==> src/rtl/ep0_reg_pkg.sv <==
package ep0_reg_pkg;
  typedef enum logic [1:0] {
    TOK_OUT   = 2'b00,
    TOK_IN    = 2'b01,
    TOK_SETUP = 2'b10,
    TOK_NONE  = 2'b11
  } tok_kind_e;
endpackage

==> src/rtl/ep0_lock_ctl.sv <==
module ep0_lock_ctl (
  input  logic clk,
  input  logic rst_n,
  input  logic sie_upd_i,
  input  logic cpu_rd_i,
  input  logic setup_data_i,
  input  logic ack_start_i,
  output logic lock_o,
  output logic protect_o
);
  logic lock_q, lock_n;
  logic window_q, window_n;
  logic pend_q, pend_n;

  always_comb begin
    lock_n = lock_q;
    if (sie_upd_i)     lock_n = 1'b1;   // SIE update wins over a read
    else if (cpu_rd_i) lock_n = 1'b0;

    window_n = window_q;
    if (setup_data_i)     window_n = 1'b1;
    else if (ack_start_i) window_n = 1'b0;

    pend_n = pend_q;
    if (ack_start_i && window_q)   pend_n = 1'b1;
    else if (cpu_rd_i && !window_q) pend_n = 1'b0;
  end

  always_ff @(posedge clk or negedge rst_n) begin
    if (!rst_n) begin
      lock_q   <= 1'b0;
      window_q <= 1'b0;
      pend_q   <= 1'b0;
    end else begin
      lock_q   <= lock_n;
      window_q <= window_n;
      pend_q   <= pend_n;
    end
  end

  assign lock_o    = lock_q;
  assign protect_o = window_q | pend_q;

  // any SIE update leaves the lock set
  a_r7_sie_locks: assert property (@(posedge clk) disable iff (!rst_n)
    sie_upd_i |=> lock_o);
  // a read with no coinciding update releases the lock
  a_r6_read_unlocks: assert property (@(posedge clk) disable iff (!rst_n)
    (cpu_rd_i && !sie_upd_i) |=> !lock_o);
endmodule

==> src/rtl/ep0_status_reg.sv <==
module ep0_status_reg
  import ep0_reg_pkg::*;
#(
  parameter int MODE_W = 4,
  localparam int REG_W = MODE_W + 4
) (
  input  logic             clk,
  input  logic             rst_n,
  input  logic             cpu_wr_i,
  input  logic [REG_W-1:0] cpu_wdata_i,
  input  logic             lock_i,
  input  logic             protect_i,
  input  logic             setup_data_i,
  input  logic             sie_upd_i,
  input  logic             tok_done_i,
  input  tok_kind_e        tok_kind_i,
  input  logic             ack_done_i,
  output logic [REG_W-1:0] q_o,
  output logic             wr_blocked_o
);
  localparam int B_SETUP = REG_W - 1;
  localparam int B_IN    = REG_W - 2;
  localparam int B_OUT   = REG_W - 3;
  localparam int B_ACK   = MODE_W;

  logic [REG_W-1:0] q_q, q_n;
  logic             load_en;

  always_comb begin
    q_n = q_q;
    if (sie_upd_i) begin
      if (tok_done_i) begin
        case (tok_kind_i)
          TOK_SETUP: q_n[B_SETUP] = 1'b1;
          TOK_IN:    q_n[B_IN]    = 1'b1;
          TOK_OUT:   q_n[B_OUT]   = 1'b1;
          default:   ;
        endcase
      end
      if (ack_done_i) q_n[B_ACK] = 1'b1;
    end else if (cpu_wr_i) begin
      if (!lock_i)    q_n[B_SETUP-1:0] = cpu_wdata_i[B_SETUP-1:0];
      if (!protect_i) q_n[B_SETUP]     = cpu_wdata_i[B_SETUP];
    end
    if (setup_data_i) q_n[B_SETUP] = 1'b1;
  end

  assign load_en = (q_n != q_q);

  always_ff @(posedge clk or negedge rst_n) begin
    if (!rst_n)       q_q <= '0;
    else if (load_en) q_q <= q_n;
  end

  assign q_o = q_q;
  assign wr_blocked_o = cpu_wr_i &
                        (sie_upd_i | lock_i |
                         ((protect_i | setup_data_i) & ~cpu_wdata_i[B_SETUP]));

  // a locked write never changes bits below the SETUP flag
  a_r5_locked_hold: assert property (@(posedge clk) disable iff (!rst_n)
    (lock_i && cpu_wr_i && !sie_upd_i) |=> (q_o[B_SETUP-1:0] == $past(q_o[B_SETUP-1:0])));
  // SETUP flag held high while protection is active
  a_r9_setup_kept: assert property (@(posedge clk) disable iff (!rst_n)
    protect_i |-> q_o[B_SETUP]);
  // a SETUP token sets the SETUP flag
  a_r2_setup_token: assert property (@(posedge clk) disable iff (!rst_n)
    (tok_done_i && tok_kind_i == TOK_SETUP) |=> q_o[B_SETUP]);
endmodule

==> src/rtl/ep0_fifo_gate.sv <==
module ep0_fifo_gate (
  input  logic setup_flag_i,
  input  logic fifo_wr_i,
  output logic fifo_wr_o,
  output logic blocked_o
);
  assign fifo_wr_o = fifo_wr_i & ~setup_flag_i;
  assign blocked_o = fifo_wr_i &  setup_flag_i;
endmodule

==> src/rtl/ep0_mode_reg.sv <==
module ep0_mode_reg
  import ep0_reg_pkg::*;
#(
  parameter int MODE_W = 4,
  localparam int REG_W = MODE_W + 4
) (
  input  logic             clk,
  input  logic             rst_n,
  input  logic             sie_tok_done,
  input  logic [1:0]       sie_tok_kind,
  input  logic             sie_ack_done,
  input  logic             sie_setup_data,
  input  logic             sie_ack_start,
  input  logic             cpu_rd,
  input  logic             cpu_wr,
  input  logic [REG_W-1:0] cpu_wdata,
  output logic [REG_W-1:0] cpu_rdata,
  input  logic             cpu_fifo_wr,
  output logic             fifo_wr,
  output logic             write_blocked
);
  tok_kind_e        kind;
  logic             sie_upd;
  logic             lock, protect;
  logic [REG_W-1:0] q;
  logic             reg_blk, fifo_blk;

  assign kind    = tok_kind_e'(sie_tok_kind);
  assign sie_upd = (sie_tok_done && kind != TOK_NONE) || sie_ack_done;

  ep0_lock_ctl u_lock (
    .clk          (clk),
    .rst_n        (rst_n),
    .sie_upd_i    (sie_upd),
    .cpu_rd_i     (cpu_rd),
    .setup_data_i (sie_setup_data),
    .ack_start_i  (sie_ack_start),
    .lock_o       (lock),
    .protect_o    (protect)
  );

  ep0_status_reg #(.MODE_W(MODE_W)) u_stat (
    .clk          (clk),
    .rst_n        (rst_n),
    .cpu_wr_i     (cpu_wr),
    .cpu_wdata_i  (cpu_wdata),
    .lock_i       (lock),
    .protect_i    (protect),
    .setup_data_i (sie_setup_data),
    .sie_upd_i    (sie_upd),
    .tok_done_i   (sie_tok_done),
    .tok_kind_i   (kind),
    .ack_done_i   (sie_ack_done),
    .q_o          (q),
    .wr_blocked_o (reg_blk)
  );

  ep0_fifo_gate u_gate (
    .setup_flag_i (q[REG_W-1]),
    .fifo_wr_i    (cpu_fifo_wr),
    .fifo_wr_o    (fifo_wr),
    .blocked_o    (fifo_blk)
  );

  assign cpu_rdata     = q;
  assign write_blocked = reg_blk | fifo_blk;

  // a FIFO strobe under a set SETUP flag is reported as blocked
  a_r10_fifo_report: assert property (@(posedge clk) disable iff (!rst_n)
    (cpu_fifo_wr && cpu_rdata[REG_W-1]) |-> (write_blocked && !fifo_wr));
endmodule

==> config.mk <==
export PLATFORM = sky130hd
export DESIGN_NAME = ep0_mode_reg
export DESIGN_NICKNAME = d
export VERILOG_FILES = /design/src/rtl/ep0_reg_pkg.sv /design/src/rtl/ep0_lock_ctl.sv /design/src/rtl/ep0_status_reg.sv /design/src/rtl/ep0_fifo_gate.sv /design/src/rtl/ep0_mode_reg.sv
export SDC_FILE = /design/constraint.sdc
export NUM_CORES = 1
export LEC_CHECK = 0
export ABC_CLOCK_PERIOD_IN_PS = 1280
export BUFFER_PORTS_ARGS = -buffer_cell sky130_fd_sc_hd__buf_2
export CORE_AREA = 3 3 43 45
export DETAILED_ROUTE_END_ITERATION = 8
export DIE_AREA = 0 0 46 48
export PLACE_DENSITY = 0.69
export SETUP_SLACK_MARGIN = 0.15
export SLEW_MARGIN = 15
export SYNTH_ARGS = -nofsm -noshare
export SYNTH_HDL_FRONTEND = slang
export SYNTH_SLANG_ARGS = --single-unit
==> constraint.sdc <==
create_clock -name clk -period 1.28 [get_ports clk]
set_clock_uncertainty 0.15 [all_clocks]
set_input_delay 0.192 -clock clk [delete_from_list [all_inputs] [get_ports clk]]
set_output_delay 0.192 -clock clk [all_outputs]
set_load 0.01 [all_outputs]
### After elaboration in Yosys (flattened, before gate mapping)

Cells that the tools add are included.

* input port bits: 19
* logic and storage cells: 45
* register bits: 11

* reductions and logical operators: 9
* eq/ne operators: 4
* muxes and demuxes: 17
* bitwise logic cells: 11

Operator list (number)
* 1-bit two-way mux: 12
* 4-bit two-way mux: 2
* 8-bit two-way mux: 1
* 8-bit inequality test: 1
* 7-bit two-way mux: 1
* 2-bit nonzero test: 3
* 1-bit OR: 5
* 1-bit AND: 4
* 1-bit logical AND: 3
* 3-bit two-way mux: 1
* 2-bit by 1-bit equality test with 1-bit output, second input constant: 1
* 2-bit equality test, second input constant: 1
* 2-bit zero test: 1
* 2-bit inequality test, second input constant: 1
* 1-bit inverter: 2
* 1-bit zero test: 1
* 1-bit logical OR: 1

### Depth between registers and ports, before layout

Gate-level depths: netlist (run 1).

* word-level depth: 7
* depth in mapped cells: 4
* depth with buffers taken out: 3

### Hierarchy

From an unflattened synthesis (run 1), not the netlist that was laid out.

* cells, all modules: 51
* area total of the unflattened synthesis: 569.3 um^2

Modules (own cells, without submodules)
* ep0_status_reg: cells each 35, sequential area each 200.2 um^2, area an instance 417.9 um^2, instances 1
* ep0_lock_ctl: cells each 11, sequential area each 75.1 um^2, area an instance 117.6 um^2, instances 1
* ep0_mode_reg: cells each 3, sequential area each 0.0 um^2, area an instance 17.5 um^2, instances 1
* ep0_fifo_gate: cells each 2, sequential area each 0.0 um^2, area an instance 16.3 um^2, instances 1

### Least setup slack after synthesis (run 1)

Ideal clock, no wire load.

* kind: register to register
* start point: reg u_lock.lock_q (netlist: u_lock.lock_o)
* end point: reg u_stat.q_q[5] (netlist: u_stat.q_o[5])
* cell stages (with the launch flop): 4
* arrival: 1.059 ns
* path buffers: 0
* clock period less this slack: 1.329 ns
* required time: 1.010 ns
* setup time: 0.120 ns
* path slack: -0.049 ns
* path through: dfrtp_1 -> and2b_1 -> or4_1 -> o211a_1

* word-level cells in the longest chain between the ends: 4
* elaborated cells on any way between the ends: 5

RTL lines
* from (decl): line ep0_lock_ctl.sv:11 `logic lock_q, lock_n;`
* from (signal assigned): line ep0_lock_ctl.sv:35 `lock_q <= lock_n;`
* 7-bit two-way mux *: line ep0_status_reg.sv:42 `if (!lock_i) q_n[B_SETUP-1:0] = cpu_wdata_i[B_SETUP-1:0];`
* 8-bit two-way mux *: line ep0_status_reg.sv:41 `end else if (cpu_wr_i) begin`
* 4-bit two-way mux: line ep0_status_reg.sv:31 `if (sie_upd_i) begin`
* 8-bit inequality test: line ep0_status_reg.sv:48 `assign load_en = (q_n != q_q);`
* to (signal assigned): line ep0_status_reg.sv:52 `else if (load_en) q_q <= q_n;`
* to (decl): line ep0_status_reg.sv:26 `logic [REG_W-1:0] q_q, q_n;`

Every way passes the cells marked *; elsewhere a longest branch is shown, timed or not.
A chain may end at the register's enable or synchronous reset.

### Worst setup path after layout (run 1)

* start point: reg u_lock.window_q
* end point: out write_blocked

* word-level cells in the longest chain between the ends: 6

RTL lines
* from (decl): line ep0_lock_ctl.sv:12 `logic window_q, window_n;`
* from (signal assigned): line ep0_lock_ctl.sv:36 `window_q <= window_n;`
* 1-bit OR: line ep0_lock_ctl.sv:42 `assign protect_o = window_q | pend_q;`
* 1-bit OR: line ep0_status_reg.sv:58 `((protect_i | setup_data_i) & ~cpu_wdata_i[B_SETUP]));`
* 1-bit AND: line ep0_status_reg.sv:58
* 1-bit OR: line ep0_status_reg.sv:57 `(sie_upd_i | lock_i |`
* 1-bit AND: line ep0_status_reg.sv:56 `assign wr_blocked_o = cpu_wr_i &`
* 1-bit OR: line ep0_mode_reg.sv:66 `assign write_blocked = reg_blk | fifo_blk;`
* to (decl): line ep0_mode_reg.sv:20 `output logic write_blocked`

No other way between the ends.

==> results.yml, run 1 <==
run_status:
  outcome: "complete, but fails checks"
  failed_checks: "negative setup slack"
drt:
  ant_nets: 0
  routed-via-count: 547
  first_iter_violations: 6
  drc_violations_left: 0
  first_pass_iters: 5
  route.detailed.wl_per_inst_um: 12.5
  drt-vias-per-instance: 5.06
  detail_route.wirelength_um: 1350
die:
  top_level_port_count: 29
  std_cell_rows: 14
  fp.dieH_um: 48
  core_area_mm2: 0.00151
  horizontal_die_dimension_um: 46
  die-area_mm2: 0.00221
  floorplan.initialDensity: 0.375
yosys:
  syn_avg_cell_area_um2: 11.1
  synth_largest_area_cell: "sky130_fd_sc_hd__dfrtp_1"
  synth_cell_type_count: 27
  synth_xor_area_frac: 0
  seq_cells_post_synth: 11
  syn-instance-count: 51
  synth_top_area_share: 0.487
  synthesized_netlist_net_count: 70
  yosys.area_share.simple: 0.135
  synthesis.area_um2: 566
  main_combinational_cell_family_by_area_after_synthesis: "compound AO/OA/AOI/OAI gates"
  synth_compound_area_frac: 0.219
  synthTopCellsByArea: "sky130_fd_sc_hd__dfrtp_1 49%, sky130_fd_sc_hd__mux2_2 8.0%, sky130_fd_sc_hd__inv_1 4.0%, sky130_fd_sc_hd__o211a_1 3.5%, sky130_fd_sc_hd__o221ai_1 3.1%"
  post_synthesis_mux_area_share: 0.0973
  ys_warn_count: 0
  synthAdderAreaFrac: 0
  seq_area_frac_synth: 0.487
global_routing:
  maximum_number_of_pins_on_one_net_before_global_route_repair: 12
  number_of_global_route_vias_before_repair: 480
  first_pass_grt_wire_length_um: 2040
  grt-ovfl-total: 0
  track_usage: 0.133
  antenna_found_initial: 0
cells_and_area:
  mostFrequentLayoutCells: "26 x sky130_fd_sc_hd__buf_2, 11 x sky130_fd_sc_hd__dfrtp_1, 6 x sky130_fd_sc_hd__inv_1"
  layout.core_utilization: 0.589
  nNetsFinal: 112
  drive_above_1_share: 0.543
  synthesis_to_layout_area_growth_pct: 56.9
  antenna_cells: 0
  nFillCells: 135
  final_common_cell: "sky130_fd_sc_hd__buf_2"
clock_network:
  max-clock-path-buffers: 2
  cts_tree: "yes"
  count_of_clock_tree_sinks: 11
  cts.htree.levels: 1
  cts-buffers-inserted: 3
  worstSkewPairLatency_ns: 0.26
  path_clk_slew_ns: 0.07
  ctsRootBufferMaster: "sky130_fd_sc_hd__clkbuf_4"
timing:
  rsz0062_at_grt: "yes"
  fmaxAchievable_mhz: 660
  period_needed_ns: 1.52
  finalSetupViolCount: 7
  hold_viol_final: 0
  timing_worst_slew_pin_value_ns: 0.300
  hold-worst-slack_ns: 0.00611
  post-route-worst-setup-slack_ns: -0.235
  slew-limit-headroom: 0.799
  period_share: 1.18
  maxSlewViolCount: 0
setup_path:
  startpoint_kind_of_the_worst_setup_timing_path: "flip-flop"
  worst-path-max-fanout: 4
  worstPathRequired_ns: 0.94
  critPathKind: "reg -> out"
  crit_arrival_ns: 1.17
  setup.worst_path.end_class: "output pin"
power_and_ir_drop:
  power_frac_comb: 0.298
  clockPowerShare: 0.248
  power_density_mw_per_mm2: 1060
  power_leakage_nw: 0.450
  sequentialPowerShare: 0.454
  power.internal_w: 0.000684
  sw_pwr_w: 0.000258
  max-vdd-ir-drop_mv: 0.673
  power_switching_share: 0.274
min_path:
  worst_hold_path_type: "in -> reg"
run:
  cap_viol_max_count: 0
place:
  port_buffers: 28
  gp_routability_congestion: 0.770
cell families after synthesis:
group	count (synthesis)
flops	11
compound gates	15
simple gates	12
buf+inv	8
mux	5
per-stage QoR:
step	cells	power (W)	instance area [um^2]	setup slack [ns]	setup TNS, ns
3_5_place_dp	100	0.000669	766	-0.109	-0.654
4_1_cts	108	0.000948	877	-0.244	-0.846
5_1_grt	108	0.00100	887	-0.299	-1.26
2_1_floorplan	51	0.000543	566	-0.0491	-0.207
3_3_place_gp	100	0.000665	766	-0.111	-0.626
6_report	108	0.000941	887	-0.235	-0.764
registers in the layout (all words and copies together), names as in the netlist:
register         cells
u_stat.q_o           8
u_lock.lock_o        1
u_lock.pend_q        1
u_lock.window_q      1
cell usage after synthesis:
cell type                   n
sky130_fd_sc_hd__dfrtp_1   11
sky130_fd_sc_hd__or4_1      2
sky130_fd_sc_hd__nor2_1     2
sky130_fd_sc_hd__nand3b_2   1
sky130_fd_sc_hd__clkbuf_2   1
sky130_fd_sc_hd__o21bai_1   1
sky130_fd_sc_hd__buf_4      1
sky130_fd_sc_hd__o21ai_0    1
sky130_fd_sc_hd__a21boi_2   1
sky130_fd_sc_hd__mux2_2     4
sky130_fd_sc_hd__o311ai_0   1
sky130_fd_sc_hd__inv_1      6
sky130_fd_sc_hd__a311o_1    1
sky130_fd_sc_hd__nor4b_1    1
sky130_fd_sc_hd__o221ai_1   2
sky130_fd_sc_hd__nand3_1    1
sky130_fd_sc_hd__a311oi_1   1
sky130_fd_sc_hd__mux2i_1    1
sky130_fd_sc_hd__and2b_1    1
sky130_fd_sc_hd__nand2_1    2
sky130_fd_sc_hd__nor2b_1    1
sky130_fd_sc_hd__a21bo_2    1
sky130_fd_sc_hd__o31ai_1    1
sky130_fd_sc_hd__or2b_1     1
sky130_fd_sc_hd__a21oi_1    2
sky130_fd_sc_hd__o211a_1    2
sky130_fd_sc_hd__a21boi_0   1
metal layers:
layer	global-route usage	wire length (um)	part of all wire
met3	0.0338	86	0.064
met4	0.0852	27	0.020
met5	0	0	0
met1	0.152	547	0.40
met2	0.220	691	0.51
timing repair:
item / CTS / global route
hold buffers: 3 / 0
hold endpoints to repair: 14 / 0
gates resized for setup: 10 / 2
pin swaps: 5 / 0
buffers inserted: 1 / 0
endpoints found under the setup margin: 13 / 18
worst paths after layout:
check / start / to / slack (ns) / cells past startpoint
hold / removal: cpu_wdata[0] / u_stat.q_o[0]$_DFFE_PN0P_ / 0.006 / 2
min in group asynchronous: rst_n / u_stat.q_o[7]$_DFFE_PN0P_ / 0.18 / 2
setup reg to reg: u_lock.lock_o$_DFFE_PN0P_ / u_stat.q_o[6]$_DFFE_PN0P_ / -0.14 / 3
hold reg to reg: u_stat.q_o[0]$_DFFE_PN0P_ / u_stat.q_o[0]$_DFFE_PN0P_ / 0.35 / 1
setup / recovery: u_lock.window_q$_DFFE_PN0P_ / write_blocked / -0.24 / 3
max in group asynchronous: rst_n / u_lock.lock_o$_DFFE_PN0P_ / 0.60 / 2
final cells by class:
cell class              instances  area [um^2]  share of cell area
repair buffers                 39          254               0.286
flip-flops and latches         11          275               0.310
inverters                       6         22.5              0.0254
clock buffers                   4         26.3              0.0296
well taps                      16         20.0              0.0226
multi-input cells              32          289               0.326
power groups by stage:
stage | clock network [W] | logic, W | registers, W
6_report | 0.000233 | 0.000280 | 0.000428
5_1_grt | 0.000259 | 0.000310 | 0.000435
4_1_cts | 0.000241 | 0.000278 | 0.000428
3_5_place_dp | 0 | 0.000235 | 0.000434
3_3_place_gp | 0 | 0.000233 | 0.000432
2_1_floorplan | 0 | 0.0000852 | 0.000458
critical path, cell delays in order (launching register included):
cell and delay (ns):
sky130_fd_sc_hd__dfrtp_1 0.42, sky130_fd_sc_hd__o311ai_1 0.25, sky130_fd_sc_hd__nand3_1 0.09, sky130_fd_sc_hd__buf_2 0.15
Power figures use the tool's default switching activity.
==> inputs of run 2 (changes only) <==
--- a/constraint.sdc
+++ b/constraint.sdc
@@ -4,2 +4,2 @@
 set_output_delay 0.192 -clock clk [all_outputs]
-set_load 0.01 [all_outputs]
+set_load 0.1 [all_outputs]
==> run 2 against run 1 <==
Compared with the run above: the run still ends with negative setup slack left; sequential power is 11% higher; hold slack better by 0.011 ns; flip-flop and latch count stayed put; non-clock buffer count is 14 higher; combinational power grew to 3.0 times the previous value; wire length is 40% higher.
==> results.yml, run 2 (synthesis results as in run 1) <==
timing:
  maxSlewViolCount: 0
  period_needed_ns: 1.63
  timing_worst_slew_pin_value_ns: 0.268
  post-route-worst-setup-slack_ns: -0.354
  fmaxAchievable_mhz: 612
  slew-limit-headroom: 0.820
  hold_viol_final: 0
  rsz0062_at_grt: "yes"
  hold-worst-slack_ns: 0.0176
  period_share: 1.28
  finalSetupViolCount: 13
setup_path:
  r2r_end: "u_stat.q_o[6]$_DFFE_PN0P_"
  worstPathRequired_ns: 0.94
  worst_r2r_setup_slack_ns: -0.25
  critPathLaunch: "u_lock.lock_o$_DFFE_PN0P_"
  crit_arrival_ns: 1.29
  startpoint_kind_of_the_worst_setup_timing_path: "flip-flop"
  critical_path.cell_chain: "o31ai_1 > buf_4 > nand3_4 > buf_12"
  r2r_cells: 4
  critPathKind: "reg -> out"
  worst_r2r_startpoint: "u_lock.lock_o$_DFFE_PN0P_"
  max_stage_delay_ns: 0.38
  critical_path.slowest_cell: "sky130_fd_sc_hd__dfrtp_1"
  setup.worst_path.end_class: "output pin"
  worst-path-max-fanout: 2
clock_network:
  count_of_clock_tree_sinks: 11
  ctsRootBufferMaster: "sky130_fd_sc_hd__clkbuf_4"
  path_clk_slew_ns: 0.07
  worstSkewPairLatency_ns: 0.26
  max-clock-path-buffers: 2
  cts_tree: "yes"
  cts-buffers-inserted: 3
  cts.htree.levels: 1
power_and_ir_drop:
  power_density_mw_per_mm2: 1270
  power_leakage_nw: 0.587
  max-vdd-ir-drop_mv: 0.982
die:
  top_level_port_count: 29
  floorplan.initialDensity: 0.375
  fp.dieH_um: 48
  std_cell_rows: 14
  die-area_mm2: 0.00221
  core_area_mm2: 0.00151
  horizontal_die_dimension_um: 46
global_routing:
  number_of_global_route_vias_before_repair: 680
  first_pass_grt_wire_length_um: 2730
  maximum_number_of_pins_on_one_net_before_global_route_repair: 12
  grt-ovfl-total: 0
  track_usage: 0.176
  antenna_found_initial: 0
min_path:
  holdCritStartpoint: "cpu_wdata[0]"
  worst_hold_path_type: "in -> reg"
  hold_depth: 2
  hold_end: "u_stat.q_o[0]$_DFFE_PN0P_"
cells_and_area:
  largest_register_ffs: 8
  final_common_cell: "sky130_fd_sc_hd__buf_2"
  synthesis_to_layout_area_growth_pct: 113
  drive_above_1_share: 0.670
  layout.core_utilization: 0.799
  nFillCells: 100
  antenna_cells: 0
  mostFrequentLayoutCells: "18 x sky130_fd_sc_hd__buf_2, 14 x sky130_fd_sc_hd__buf_4, 11 x sky130_fd_sc_hd__buf_12"
  nNetsFinal: 126
drt:
  drc_violations_left: 0
  first_pass_iters: 4
  detail_route.wirelength_um: 1890
  ant_nets: 0
  drt-vias-per-instance: 4.98
  first_iter_violations: 1
  route.detailed.wl_per_inst_um: 15.5
  routed-via-count: 608
place:
  place.detailed.hpwl_um: 1300
  port_buffers: 28
  gp_routability_congestion: 0.757
run_status:
  outcome: "complete, but fails checks"
  failed_checks: "negative setup slack"
run:
  cap_viol_max_count: 0
[run 2: cell types whose count changed in the layout (fill, tap and decap cells not counted), moves of 2 or more]
cell | before | now
sky130_fd_sc_hd__dlygate4sd3_1 | 3 | 5
sky130_fd_sc_hd__dfrtp_1 | 11 | 4
sky130_fd_sc_hd__dfrtp_2 | 0 | 4
sky130_fd_sc_hd__buf_2 | 26 | 18
sky130_fd_sc_hd__buf_4 | 5 | 14
sky130_fd_sc_hd__dfrtp_4 | 0 | 3
sky130_fd_sc_hd__buf_12 | 0 | 11
[run 2: layer usage]
| layer | up-vias | global-route usage | routed length [um] |
|---|---|---|---|
| met3 | 4 | 0.0489 | 137 |
| met2 | 25 | 0.338 | 1040 |
| met1 | 282 | 0.177 | 684 |
| met5 | - | 0 | 0 |
| met4 | 0 | 0.0682 | 28 |
| li1 | 297 | - | - |
[run 2: cell type report]
| class | count | area [um^2] | share of cell area |
|---|---|---|---|
| Tap cell | 16 | 20.0 | 0.0166 |
| Inverter | 6 | 22.5 | 0.0187 |
| Clock buffer | 4 | 26.3 | 0.0218 |
| Multi-Input combinational cell | 32 | 322 | 0.267 |
| Sequential cell | 11 | 292 | 0.242 |
| Timing Repair Buffer | 53 | 522 | 0.433 |
[run 2: power by group]
group | internal, W | total, W | switching (W)
registers | 0.000415 | 0.000473 | 0.0000578
clock network | 0.000120 | 0.000232 | 0.000112
logic | 0.000342 | 0.000826 | 0.000484
total | 0.000877 | 0.00153 | 0.000654
[run 2: per-stage QoR]
step / instance area [um^2] / TNS (ns) / std cells / total power [W] / setup WS (ns)
detailed placement: 1020 / -1.53 / 110 / 0.00124 / -0.235
finish: 1200 / -2.26 / 122 / 0.00153 / -0.354
global route: 1200 / -2.86 / 122 / 0.00159 / -0.404
CTS: 1180 / -2.12 / 121 / 0.00153 / -0.357
global placement: 1020 / -1.43 / 110 / 0.00123 / -0.217
floorplan: 609 / -0.630 / 51 / 0.000898 / -0.155
[run 2: worst max path at each step]
stage | endpoint | slack (ns) | cells after the start
2_1_floorplan | u_stat.q_o[5]$_DFFE_PN0P_ | -0.15 | 3
3_3_place_gp | write_blocked | -0.22 | 6
3_5_place_dp | write_blocked | -0.23 | 6
4_1_cts | write_blocked | -0.36 | 4
5_1_grt | write_blocked | -0.40 | 4
6_report | write_blocked | -0.35 | 4
[run 2: timing repair]
item                                    CTS  global route
setup buffers                             2             1
hold buffers                              5             0
endpoints found under the hold margin    16             0
endpoints found under the setup margin   18            18
pin swaps                                 6             1
gates resized for setup                  14             2
[run 2: critical path: cells and delay by family, from the launching register on]
| family | cells | cell delay (ns) |
|---|---|---|
| flops | 1 | 0.38 |
| buf+inv | 2 | 0.34 |
| compound gates | 1 | 0.23 |
| simple gates | 1 | 0.08 |
==> inputs of run 3 (changes only) <==
HOLD_SLACK_MARGIN = 0.02   (was not set)
SLEW_MARGIN = 30   (was 15)
==> run 3 against run 2 <==
Compared with the run above: the run still ends with negative setup slack left; register-to-register slack better by 0.02 ns; cell count grew 3.3%; setup slack improved by 0.0014 ns; critical path depth is the same; maximum frequency hardly changed; wire length decreased by 2.4%; hold slack better by 0.13 ns; critical endpoint unchanged.
==> results.yml, run 3 (synthesis results as in run 1) <==
timing:
  finalSetupViolCount: 13
  tns_ns: -2.16
  period_needed_ns: 1.63
  period_share: 1.28
  hold_viol_final: 0
  maxSlewViolCount: 0
  slew-limit-headroom: 0.826
  fmaxAchievable_mhz: 612
  post-route-worst-setup-slack_ns: -0.353
  rsz0062_at_grt: "yes"
  timing_worst_slew_pin_value_ns: 0.259
run_status:
  failed_checks: "negative setup slack"
  outcome: "complete, but fails checks"
power_and_ir_drop:
  report.power.total_w: 0.00154
  power_density_mw_per_mm2: 1230
  max-vdd-ir-drop_mv: 1.03
  power_leakage_nw: 0.603
global_routing:
  first_pass_grt_wire_length_um: 2770
  antenna_found_initial: 0
  grt-ovfl-total: 0
  number_of_global_route_vias_before_repair: 678
  track_usage: 0.180
  maximum_number_of_pins_on_one_net_before_global_route_repair: 12
cells_and_area:
  multi_input_comb_area_um2: 322
  register_area_um2: 292
  antenna_cells: 0
  final_common_cell: "sky130_fd_sc_hd__buf_2"
  nFillCells: 93
  nNetsFinal: 130
  mostFrequentLayoutCells: "18 x sky130_fd_sc_hd__buf_2, 13 x sky130_fd_sc_hd__buf_4, 11 x sky130_fd_sc_hd__buf_12"
  layout.core_utilization: 0.827
  synthesis_to_layout_area_growth_pct: 120
  drive_above_1_share: 0.636
  largest_register_ffs: 8
setup_path:
  worst-path-max-fanout: 2
  setup.worst_path.end_class: "output pin"
  startpoint_kind_of_the_worst_setup_timing_path: "flip-flop"
  crit_arrival_ns: 1.29
  worstPathRequired_ns: 0.94
  critPathKind: "reg -> out"
drt:
  first_iter_violations: 4
  routed-via-count: 628
  first_pass_iters: 2
  ant_nets: 0
  drc_violations_left: 0
  drt-vias-per-instance: 4.98
  route.detailed.wl_per_inst_um: 14.6
  detail_route.wirelength_um: 1840
die:
  die-area_mm2: 0.00221
  fp.dieH_um: 48
  horizontal_die_dimension_um: 46
  std_cell_rows: 14
  floorplan.initialDensity: 0.375
  core_area_mm2: 0.00151
  top_level_port_count: 29
place:
  pre_cts_slack_ns: -0.235
  port_buffers: 28
  gp_routability_congestion: 0.757
  place.detailed.hpwl_um: 1300
run:
  cap_viol_max_count: 0
clock_network:
  max-clock-path-buffers: 2
  ctsRootBufferMaster: "sky130_fd_sc_hd__clkbuf_4"
  path_clk_slew_ns: 0.07
  count_of_clock_tree_sinks: 11
  cts.htree.levels: 1
  worstSkewPairLatency_ns: 0.26
  cts_tree: "yes"
  cts-buffers-inserted: 3
min_path:
  worst_hold_path_type: "in -> reg"
## run 3: cell types whose count changed in the layout (fill, tap and decap cells not counted)
cell and change:
sky130_fd_sc_hd__buf_4 -1, sky130_fd_sc_hd__dlygate4sd3_1 +5
## run 3: cell type report
| cell class | count | share of cell area |
|---|---|---|
| Clock buffer | 4 | 0.0211 |
| Inverter | 6 | 0.0181 |
| Multi-Input combinational cell | 32 | 0.258 |
| Sequential cell | 11 | 0.234 |
| Tap cell | 16 | 0.0161 |
| Timing Repair Buffer | 57 | 0.453 |
## run 3: worst paths after layout
path | from | end | slack (ns) | cells after the start
hold reg to reg | u_stat.q_o[1]$_DFFE_PN0P_ | u_stat.q_o[1]$_DFFE_PN0P_ | 0.41 | 1
hold / removal | sie_tok_done | u_stat.q_o[7]$_DFFE_PN0P_ | 0.14 | 3
setup / recovery | u_lock.lock_o$_DFFE_PN0P_ | write_blocked | -0.35 | 4
setup reg to reg | u_lock.lock_o$_DFFE_PN0P_ | u_stat.q_o[6]$_DFFE_PN0P_ | -0.23 | 4
min in group asynchronous | rst_n | u_stat.q_o[7]$_DFFE_PN0P_ | 0.17 | 2
max in group asynchronous | rst_n | u_stat.q_o[4]$_DFFE_PN0P_ | 0.57 | 2
## run 3: worst max-delay path, stage by stage (launching register included)
cell	delay, ns
sky130_fd_sc_hd__dfrtp_1	0.38
sky130_fd_sc_hd__o31ai_1	0.23
sky130_fd_sc_hd__buf_4	0.16
sky130_fd_sc_hd__nand3_4	0.08
sky130_fd_sc_hd__buf_12	0.18
## run 3: power breakdown
group | switching (W) | internal, W | total (W) | leakage [nW]
combinational | 0.000485 | 0.000346 | 0.000831 | 0.475
clock | 0.000111 | 0.000120 | 0.000231 | 0.0150
sequential | 0.0000581 | 0.000415 | 0.000473 | 0.113
## run 3: what timing repair did
item                                    4_1_cts  5_1_grt
hold buffers                                 10        0
hold endpoints to repair                     21        0
resized for setup                            14        2
endpoints found under the setup margin       18       18
gates cloned                                  0        0
pin swaps                                     6        1
setup buffers                                 2        0
## run 3: metal layers
| layer | part of all wire | global-route usage | routed length, um |
|---|---|---|---|
| met1 | 0.37 | 0.186 | 683 |
| met2 | 0.54 | 0.343 | 994 |
| met5 | 0 | 0 | 0 |
| met3 | 0.073 | 0.0489 | 135 |
| met4 | 0.015 | 0.0682 | 28 |
## run 3: per-stage QoR
| step | hold slack [ns] | std cells | cell area [um^2] |
|---|---|---|---|
| floorplan | -0.254 | 51 | 609 |
| global placement | -0.0705 | 110 | 1020 |
| detailed placement | -0.0709 | 110 | 1020 |
| CTS | 0.137 | 126 | 1230 |
| finish | 0.143 | 126 | 1250 |
| global route | 0.148 | 126 | 1250 |
